==> config.mk <==
export PLATFORM = sky130hd
export DESIGN_NAME = cal_alarm_unit
export DESIGN_NICKNAME = d
export VERILOG_FILES = /design/src/rtl/cal_alarm_pkg.sv /design/src/rtl/alarm_cfg_regs.sv /design/src/rtl/alarm_compare.sv /design/src/rtl/alarm_status.sv /design/src/rtl/cal_alarm_unit.sv
export SDC_FILE = /design/constraint.sdc
export NUM_CORES = 1
export LEC_CHECK = 0
export ABC_AREA = 1
export BUFFER_PORTS_ARGS = -buffer_cell sky130_fd_sc_hd__buf_2
export CAP_MARGIN = 40
export CORE_UTILIZATION = 53
export DETAILED_ROUTE_END_ITERATION = 16
export HOLD_SLACK_MARGIN = 0.06
export MAX_ROUTING_LAYER = met4
export PLACE_DENSITY_LB_ADDON = 0.3
export SYNTH_ARGS = -nofsm -noshare
export SYNTH_HDL_FRONTEND = slang
export SYNTH_SLANG_ARGS = --single-unit
==> constraint.sdc <==
create_clock -name clk -period 1.2 [get_ports clk]
set_input_delay 0.12 -clock clk [delete_from_list [all_inputs] [get_ports clk]]
set_output_delay 0.12 -clock clk [all_outputs]
set_load 0.01 [all_outputs]
==> src/rtl/cal_alarm_pkg.sv <==
package cal_alarm_pkg;
  localparam int NUM_FIELDS = 6;
  localparam int FIELD_W    = 8;
  localparam int ADDR_W     = 5;
  localparam int OFS_W      = 3;

  typedef logic [NUM_FIELDS-1:0][FIELD_W-1:0] tvec_t;

  localparam logic [OFS_W-1:0]  CTRL_OFS  = 3'd6;
  localparam logic [ADDR_W-1:0] STAT_ADDR = 5'h10;
  localparam logic [ADDR_W-1:0] MASK_ADDR = 5'h11;
  localparam int REP_BIT = 6;
  localparam int ARM_BIT = 7;
endpackage

==> src/rtl/alarm_cfg_regs.sv <==
module alarm_cfg_regs
  import cal_alarm_pkg::*;
(
  input  logic                  clk,
  input  logic                  rst_n,
  input  logic                  wr_en,
  input  logic [OFS_W-1:0]      wr_ofs,
  input  logic [FIELD_W-1:0]    wr_data,
  input  logic                  fired,
  output tvec_t                 vals,
  output logic [NUM_FIELDS-1:0] en,
  output logic                  rep,
  output logic                  arm
);
  tvec_t                 vals_d, vals_q;
  logic [NUM_FIELDS-1:0] en_d, en_q;
  logic                  rep_d, rep_q, arm_d, arm_q;

  always_comb begin
    vals_d = vals_q;
    en_d   = en_q;
    rep_d  = rep_q;
    arm_d  = arm_q;
    if (fired && !rep_q) arm_d = 1'b0;
    if (wr_en) begin
      if (wr_ofs == CTRL_OFS) begin
        en_d  = wr_data[NUM_FIELDS-1:0];
        rep_d = wr_data[REP_BIT];
        arm_d = wr_data[ARM_BIT];
      end else if (int'(wr_ofs) < NUM_FIELDS) begin
        vals_d[wr_ofs] = wr_data;
      end
    end
  end

  always_ff @(posedge clk or negedge rst_n) begin
    if (!rst_n) begin
      vals_q <= '0;
      en_q   <= '0;
      rep_q  <= 1'b0;
      arm_q  <= 1'b0;
    end else begin
      vals_q <= vals_d;
      en_q   <= en_d;
      rep_q  <= rep_d;
      arm_q  <= arm_d;
    end
  end

  assign vals = vals_q;
  assign en   = en_q;
  assign rep  = rep_q;
  assign arm  = arm_q;
endmodule

==> src/rtl/alarm_compare.sv <==
module alarm_compare
  import cal_alarm_pkg::*;
(
  input  logic                  tick,
  input  logic                  arm,
  input  logic [NUM_FIELDS-1:0] en,
  input  tvec_t                 vals,
  input  tvec_t                 cur,
  output logic                  hit
);
  logic [NUM_FIELDS-1:0] fld_ok;

  generate
    for (genvar f = 0; f < NUM_FIELDS; f++) begin : g_fld
      assign fld_ok[f] = !en[f] || (vals[f] == cur[f]);
    end
  endgenerate

  assign hit = tick && arm && (|en) && (&fld_ok);
endmodule

==> src/rtl/alarm_status.sv <==
module alarm_status #(
  parameter int N_ALM = 2
) (
  input  logic             clk,
  input  logic             rst_n,
  input  logic [N_ALM-1:0] hit,
  input  logic             clr_we,
  input  logic             mask_we,
  input  logic [N_ALM-1:0] wbits,
  output logic [N_ALM-1:0] flag,
  output logic             irq_n
);
  logic [N_ALM-1:0] flag_d, flag_q, mask_d, mask_q;

  always_comb begin
    flag_d = flag_q;
    if (clr_we) flag_d = flag_d & ~wbits;
    flag_d = flag_d | hit;
    mask_d = mask_we ? wbits : mask_q;
  end

  always_ff @(posedge clk or negedge rst_n) begin
    if (!rst_n) begin
      flag_q <= '0;
      mask_q <= '0;
    end else begin
      flag_q <= flag_d;
      mask_q <= mask_d;
    end
  end

  assign flag  = flag_q;
  assign irq_n = ~|(flag_q & mask_q);
endmodule

==> src/rtl/cal_alarm_unit.sv <==
module cal_alarm_unit
  import cal_alarm_pkg::*;
#(
  parameter int N_ALM = 2
) (
  input  logic               clk,
  input  logic               rst_n,
  input  logic               sec_tick,
  input  logic [FIELD_W-1:0] cur_sec,
  input  logic [FIELD_W-1:0] cur_min,
  input  logic [FIELD_W-1:0] cur_hour,
  input  logic [FIELD_W-1:0] cur_dow,
  input  logic [FIELD_W-1:0] cur_date,
  input  logic [FIELD_W-1:0] cur_month,
  input  logic               cfg_we,
  input  logic [ADDR_W-1:0]  cfg_addr,
  input  logic [FIELD_W-1:0] cfg_wdata,
  output logic [N_ALM-1:0]   alm_flag,
  output logic               irq_n
);
  tvec_t            cur;
  logic [N_ALM-1:0] hit;

  assign cur = {cur_month, cur_date, cur_dow, cur_hour, cur_min, cur_sec};

  generate
    for (genvar a = 0; a < N_ALM; a++) begin : g_alm
      tvec_t                 vals;
      logic [NUM_FIELDS-1:0] en;
      logic                  rep, arm, sel;

      assign sel = cfg_we && !cfg_addr[ADDR_W-1] && (cfg_addr[OFS_W] == a[0]);

      alarm_cfg_regs u_cfg (
        .clk(clk), .rst_n(rst_n), .wr_en(sel), .wr_ofs(cfg_addr[OFS_W-1:0]),
        .wr_data(cfg_wdata), .fired(hit[a]), .vals(vals), .en(en),
        .rep(rep), .arm(arm)
      );

      alarm_compare u_cmp (
        .tick(sec_tick), .arm(arm), .en(en), .vals(vals), .cur(cur),
        .hit(hit[a])
      );
    end
  endgenerate

  alarm_status #(.N_ALM(N_ALM)) u_stat (
    .clk(clk), .rst_n(rst_n), .hit(hit),
    .clr_we(cfg_we && cfg_addr == STAT_ADDR),
    .mask_we(cfg_we && cfg_addr == MASK_ADDR),
    .wbits(cfg_wdata[N_ALM-1:0]), .flag(alm_flag), .irq_n(irq_n)
  );
endmodule

# After elaboration in Yosys (flattened, before gate mapping)
# Index checks and enable logic that the tools add are counted.
# word_totals
ff_bits	116
input_bits	65
output_inout_bits	3
word_cells	106
# classes
magnitude_cmp	3
n_eq_ne	15
mux	11
bitwise_logic	6
n_reduce_logical	51
# op_table
cell	count
bitwise mux 48 bit	2
equality test 8 bit	12
demux 8 bit (select 3 bit)	1
zero test 1 bit	16
logical AND 1 bit	14
logical OR 1 bit	12
AND reduction 6 bit	2
OR reduction 6 bit	2
equality test 5 bit, second input constant	2
two-way mux 8 bit	1
two-way mux 1 bit	6
AND reduction 3 bit	2
AND 2 bit	2
< comparator 3 x 4 -> 1 bit, second input constant	1
AND reduction 2 bit	2
equality test 3 bit, second input constant	1
greater-or-equal comparator 3 x 1 -> 1 bit, second input constant	1
< comparator 3 bit, second input constant	1
two-way mux 2 bit	1
inverter 1 bit	2
inverter 2 bit	1
OR 2 bit	1
OR reduction 2 bit	1

# Depth between registers and ports, before layout
# depth
depth_word	8
ltp_mapped	12
depth_no_buf	12

# Modules after synthesis
# A second synthesis with hierarchy kept.
# hier_totals
cells_unflattened	846
hier_area_um2	6388.6
# by_module_without_submodules
module	instances	cells_each	area_each_um2	seq_area_each_um2
alarm_cfg_regs	2	256	2319.7	1401.3
alarm_compare	2	150	759.5	0.0
alarm_status	1	22	170.2	100.1
cal_alarm_unit	1	12	60.1	0.0

# Worst setup path before layout
# OpenSTA, ideal clock, no wires.
# synth_timing
path_type	flip-flop to flip-flop
from	reg g_alm[0].u_cfg.vals_q, in the netlist g_alm[0].u_cfg.vals[32]
to	reg g_alm[0].u_cfg.arm_q
setup_ns	0.116
arrival_time_ns	1.056
t_required_ns	1.084
setup_slack_ns	0.027
stages_incl_launch_ff	11
path_buffers	0
synth_period_minus_slack_ns	1.173
path_cell_list	dfrtp_1 > xnor2_1 > nand2_1 > nor2_1 > nand2_1 > nand2_1 > nand2_1 > nor2_1 > nand3_1 > nand2_1 > nand2_1
# synth_between
elab_chain_len	8
# synth_lines
item	line	rtl
start, declared	alarm_cfg_regs.sv:15	tvec_t vals_d, vals_q;
start signal, assigned	alarm_cfg_regs.sv:43	vals_q <= vals_d;
equality test 8 bit (*)	alarm_compare.sv:15	assign fld_ok[f] = !en[f] || (vals[f] == cur[f]);
logical OR 1 bit (*)	alarm_compare.sv:15	
AND reduction 6 bit (*)	alarm_compare.sv:19	assign hit = tick && arm && (|en) && (&fld_ok);
logical AND 1 bit (*)	alarm_compare.sv:19	
logical AND 1 bit (*)	alarm_cfg_regs.sv:24	if (fired && !rep_q) arm_d = 1'b0;
two-way mux 1 bit (*)	alarm_cfg_regs.sv:24	
two-way mux 1 bit	alarm_cfg_regs.sv:26	if (wr_ofs == CTRL_OFS) begin
two-way mux 1 bit (*)	alarm_cfg_regs.sv:25	if (wr_en) begin
named net g_alm[0].u_cfg.arm_d	alarm_cfg_regs.sv:17	logic rep_d, rep_q, arm_d, arm_q;
end signal, assigned	alarm_cfg_regs.sv:46	arm_q <= arm_d;
end, declared	alarm_cfg_regs.sv:17	
# The timed path passes the listed nets; every way through them passes the cells marked *.
# A chain may end at the register's enable or synchronous reset.

# Final worst setup path
# layout_timing
from	reg u_stat.mask_q[0]
to	out irq_n
# layout_between
elab_chain_len	3
# layout_lines
item	line	rtl
start, declared	alarm_status.sv:13	logic [N_ALM-1:0] flag_d, flag_q, mask_d, mask_q;
start signal, assigned	alarm_status.sv:28	mask_q <= mask_d;
AND 2 bit	alarm_status.sv:33	assign irq_n = ~|(flag_q & mask_q);
OR reduction 2 bit	alarm_status.sv:33	
zero test 1 bit	alarm_status.sv:33	
end, declared	cal_alarm_unit.sv:19	output logic irq_n
# No other way between the ends.

==> flow_summary.toml <==
[floorplanning]
die_h_um = 108
dieArea_um2 = 11600
core_um2 = 10900
start_util_pct = 54.5
die_w_um = 108
pin_count = 68
fp-row-count = 38

[status]
violations = "negative setup slack"
outcome = "complete, but fails checks"

[timing]
fin_skew_ns = 0.00682
setup_ws_ns = -0.235
slew_viol_final = 0
fmax_mhz = 697
fin_crit_sh_pct = 120
period_minus_slack_ns = 1.43
final-setup-viol-count = 7
tightest_slew_ns = 0.442
max-slew-margin-rel_pct = 70.5
hold_viol = 0
rsz0062_at_grt = "yes"

[yosys]
synth_area_um2 = 5940
yosys_warnings = 0
synth_nets = 805
ys_types = 23
syn_avg_cell_area_um2 = 8.02
syn_inst = 740
ys_seq_area_share_pct = 48.9
ys_ff_latch = 116

[run]
cap_viol_max_count = 0

[placement]
gp_congestion = 0.860
post_dp_cell_area_um2 = 6690
dpl.hpwl_um = 10100
portBuffers = 67

[global_route]
grt_use_total_pct = 28.1
antenna_found_initial = 0
grt_max_degree = 33
grt_overflow = 0
grt_pass1_vias = 5090
grt_pass1_wl_um = 23900

[setup_path]
required_ns = 1.08
cp-end-kind = "output pin"
criticalPathCategory = "flip-flop to output pin"
arrival_ns = 1.31
path_max_fanout = 2
startpoint_type = "flip-flop"

[power_and_ir_drop]
ir_drop_mv = 0.989
power.density_nw_per_um2 = 1730
total_leakage_power_nw = 3.67

[clock_tree]
cts_made_buffers = 17
clk_pin_slew_worst_paths_ns = 0.05
clk_latency_ns = 0.52
htreeDepth = 4
cts_root_buffer = "clkbuf_8"
clockBufferDepth = 2
cts_tree = "yes"
clkSinkCount = 116

[detailed_routing]
drt_pass1_iterations = 5
drt-vias-per-instance = 5.06
wl_per_cell_um = 14.2
drc = 0
finalWirelength_um = 14300
vias = 5099
postRouteAntennaNets = 0
drt_iter0_markers = 234

[finish]
syn2layout_area_growth_pct = 26.1
final_nets = 920
diodes = 0
fillers = 851
final_core_util_pct = 68.7
regArea_um2 = 2900
fin_area_um2 = 7480
layout-drive-gt1-share_pct = 21.6
multi_input_area_um2 = 2720

[min_path]
hold_class = "primary input to flip-flop"
critical path, cell delays in order, from the launching register on:
cell and delay (ns):
dfrtp_1 0.39, a22o_1 0.25, inv_1 0.05, buf_2 0.12
cell families after synthesis:
family                 after synthesis  share of synthesized area [%]
AND/OR/NAND/NOR                    352                           24.2
flip-flops                         116                           48.9
AO/OA/AOI/OAI                      115                           10.3
buffers and inverters               89                           6.64
XOR/XNOR                            68                           10.0
timing repair:
item                                   CTS  global route
pin swaps                               13            15
setup endpoints to repair                7             7
endpoints found under the hold margin  137             0
resized for setup                       12            17
setup buffers                            2             2
hold buffers                             9             0
state kept, by name (all words and copies together) (netlist names):
signal            cells
g_alm.u_cfg.vals     96
g_alm.u_cfg.en       12
g_alm.u_cfg.arm       2
g_alm.u_cfg.rep       2
u_stat.flag           2
u_stat.mask_q         2
placed cells by master, fill, tap and decap left out, types with 6 or more instances in the layout:
cell type	n
nor2_1	48
dlygate4sd3_1	9
xnor2_1	53
buf_12	8
nand2_2	13
o21ai_2	8
dfrtp_1	116
clkbuf_16	16
o21ai_0	87
o21ai_1	9
nand3_1	6
nor2_4	7
buf_4	31
a21oi_1	10
clkinv_2	6
inv_1	62
xor2_1	12
buf_2	64
nand2_1	264
inv_2	7
power breakdown:
| part | total (mW) | switching [mW] | internal, mW |
|---|---|---|---|
| Combinational | 2.79 | 1.44 | 1.35 |
| Clock | 4.84 | 1.71 | 3.13 |
| Sequential | 5.32 | 0.594 | 4.72 |
final timing paths:
kind                                              start                      end  cells after the start  slack [ns]
worst min-delay path                       cfg_wdata[3]  g_alm[0].u_cfg.vals[27]                      4        0.08
max in group asynchronous                         rst_n  g_alm[1].u_cfg.vals[46]                      3        0.57
min in group asynchronous                         rst_n  g_alm[0].u_cfg.vals[41]                      2        0.09
worst min register to register  g_alm[1].u_cfg.vals[22]  g_alm[1].u_cfg.vals[22]                      2        0.50
worst max-delay path                   u_stat.mask_q[0]                    irq_n                      3       -0.23
worst max register to register  g_alm[0].u_cfg.vals[10]       g_alm[0].u_cfg.arm                     10       -0.19
synthesized netlist by cell type, drive strengths merged:
| cell type | count | area (um^2) |
|---|---|---|
| nand2 | 278 | 1060 |
| dfrtp | 116 | 2900 |
| o21ai | 104 | 551 |
| inv | 69 | 259 |
| nor2 | 58 | 248 |
| xnor2 | 56 | 490 |
| xor2 | 12 | 105 |
| buf | 11 | 101 |
| a21oi | 10 | 50.1 |
| clkbuf | 9 | 33.8 |
| nand3 | 8 | 52.6 |
| nor3 | 8 | 77.6 |
| a22o | 1 | 8.76 |
area by class of cell:
type	instances	share of cell area, %
Multi-Input combinational cell	535	36.4
Clock inverter	10	1.40
Clock buffer	21	6.27
Sequential cell	116	38.8
Timing Repair Buffer	116	11.3
Tap cell	140	2.34
Inverter	69	3.46
layer usage:
layer / vias up / part of all wire, % / track usage [%]
li1: 2528 / - / -
met1: 2397 / 43 / 34.7
met2: 149 / 49 / 45.6
met3: 25 / 5.2 / 4.84
met4: 0 / 2.2 / 11.8
met5: - / 0 / -
stage by stage:
stage,TNS [ns],setup WS [ns],hold WS (ns),power [mW],instances
after floorplan,0,0.0275,-0.176,6.93,740
after global placement,-0.544,-0.196,0.0836,7.69,964
after detailed placement,-0.660,-0.246,0.0884,7.84,964
after CTS,-0.924,-0.227,0.0617,12.9,1006
after global routing,-1.54,-0.315,0.0898,13.6,1007
final,-0.934,-0.235,0.0849,12.9,1007
Note: power is estimated with default switching activity, not from simulation.
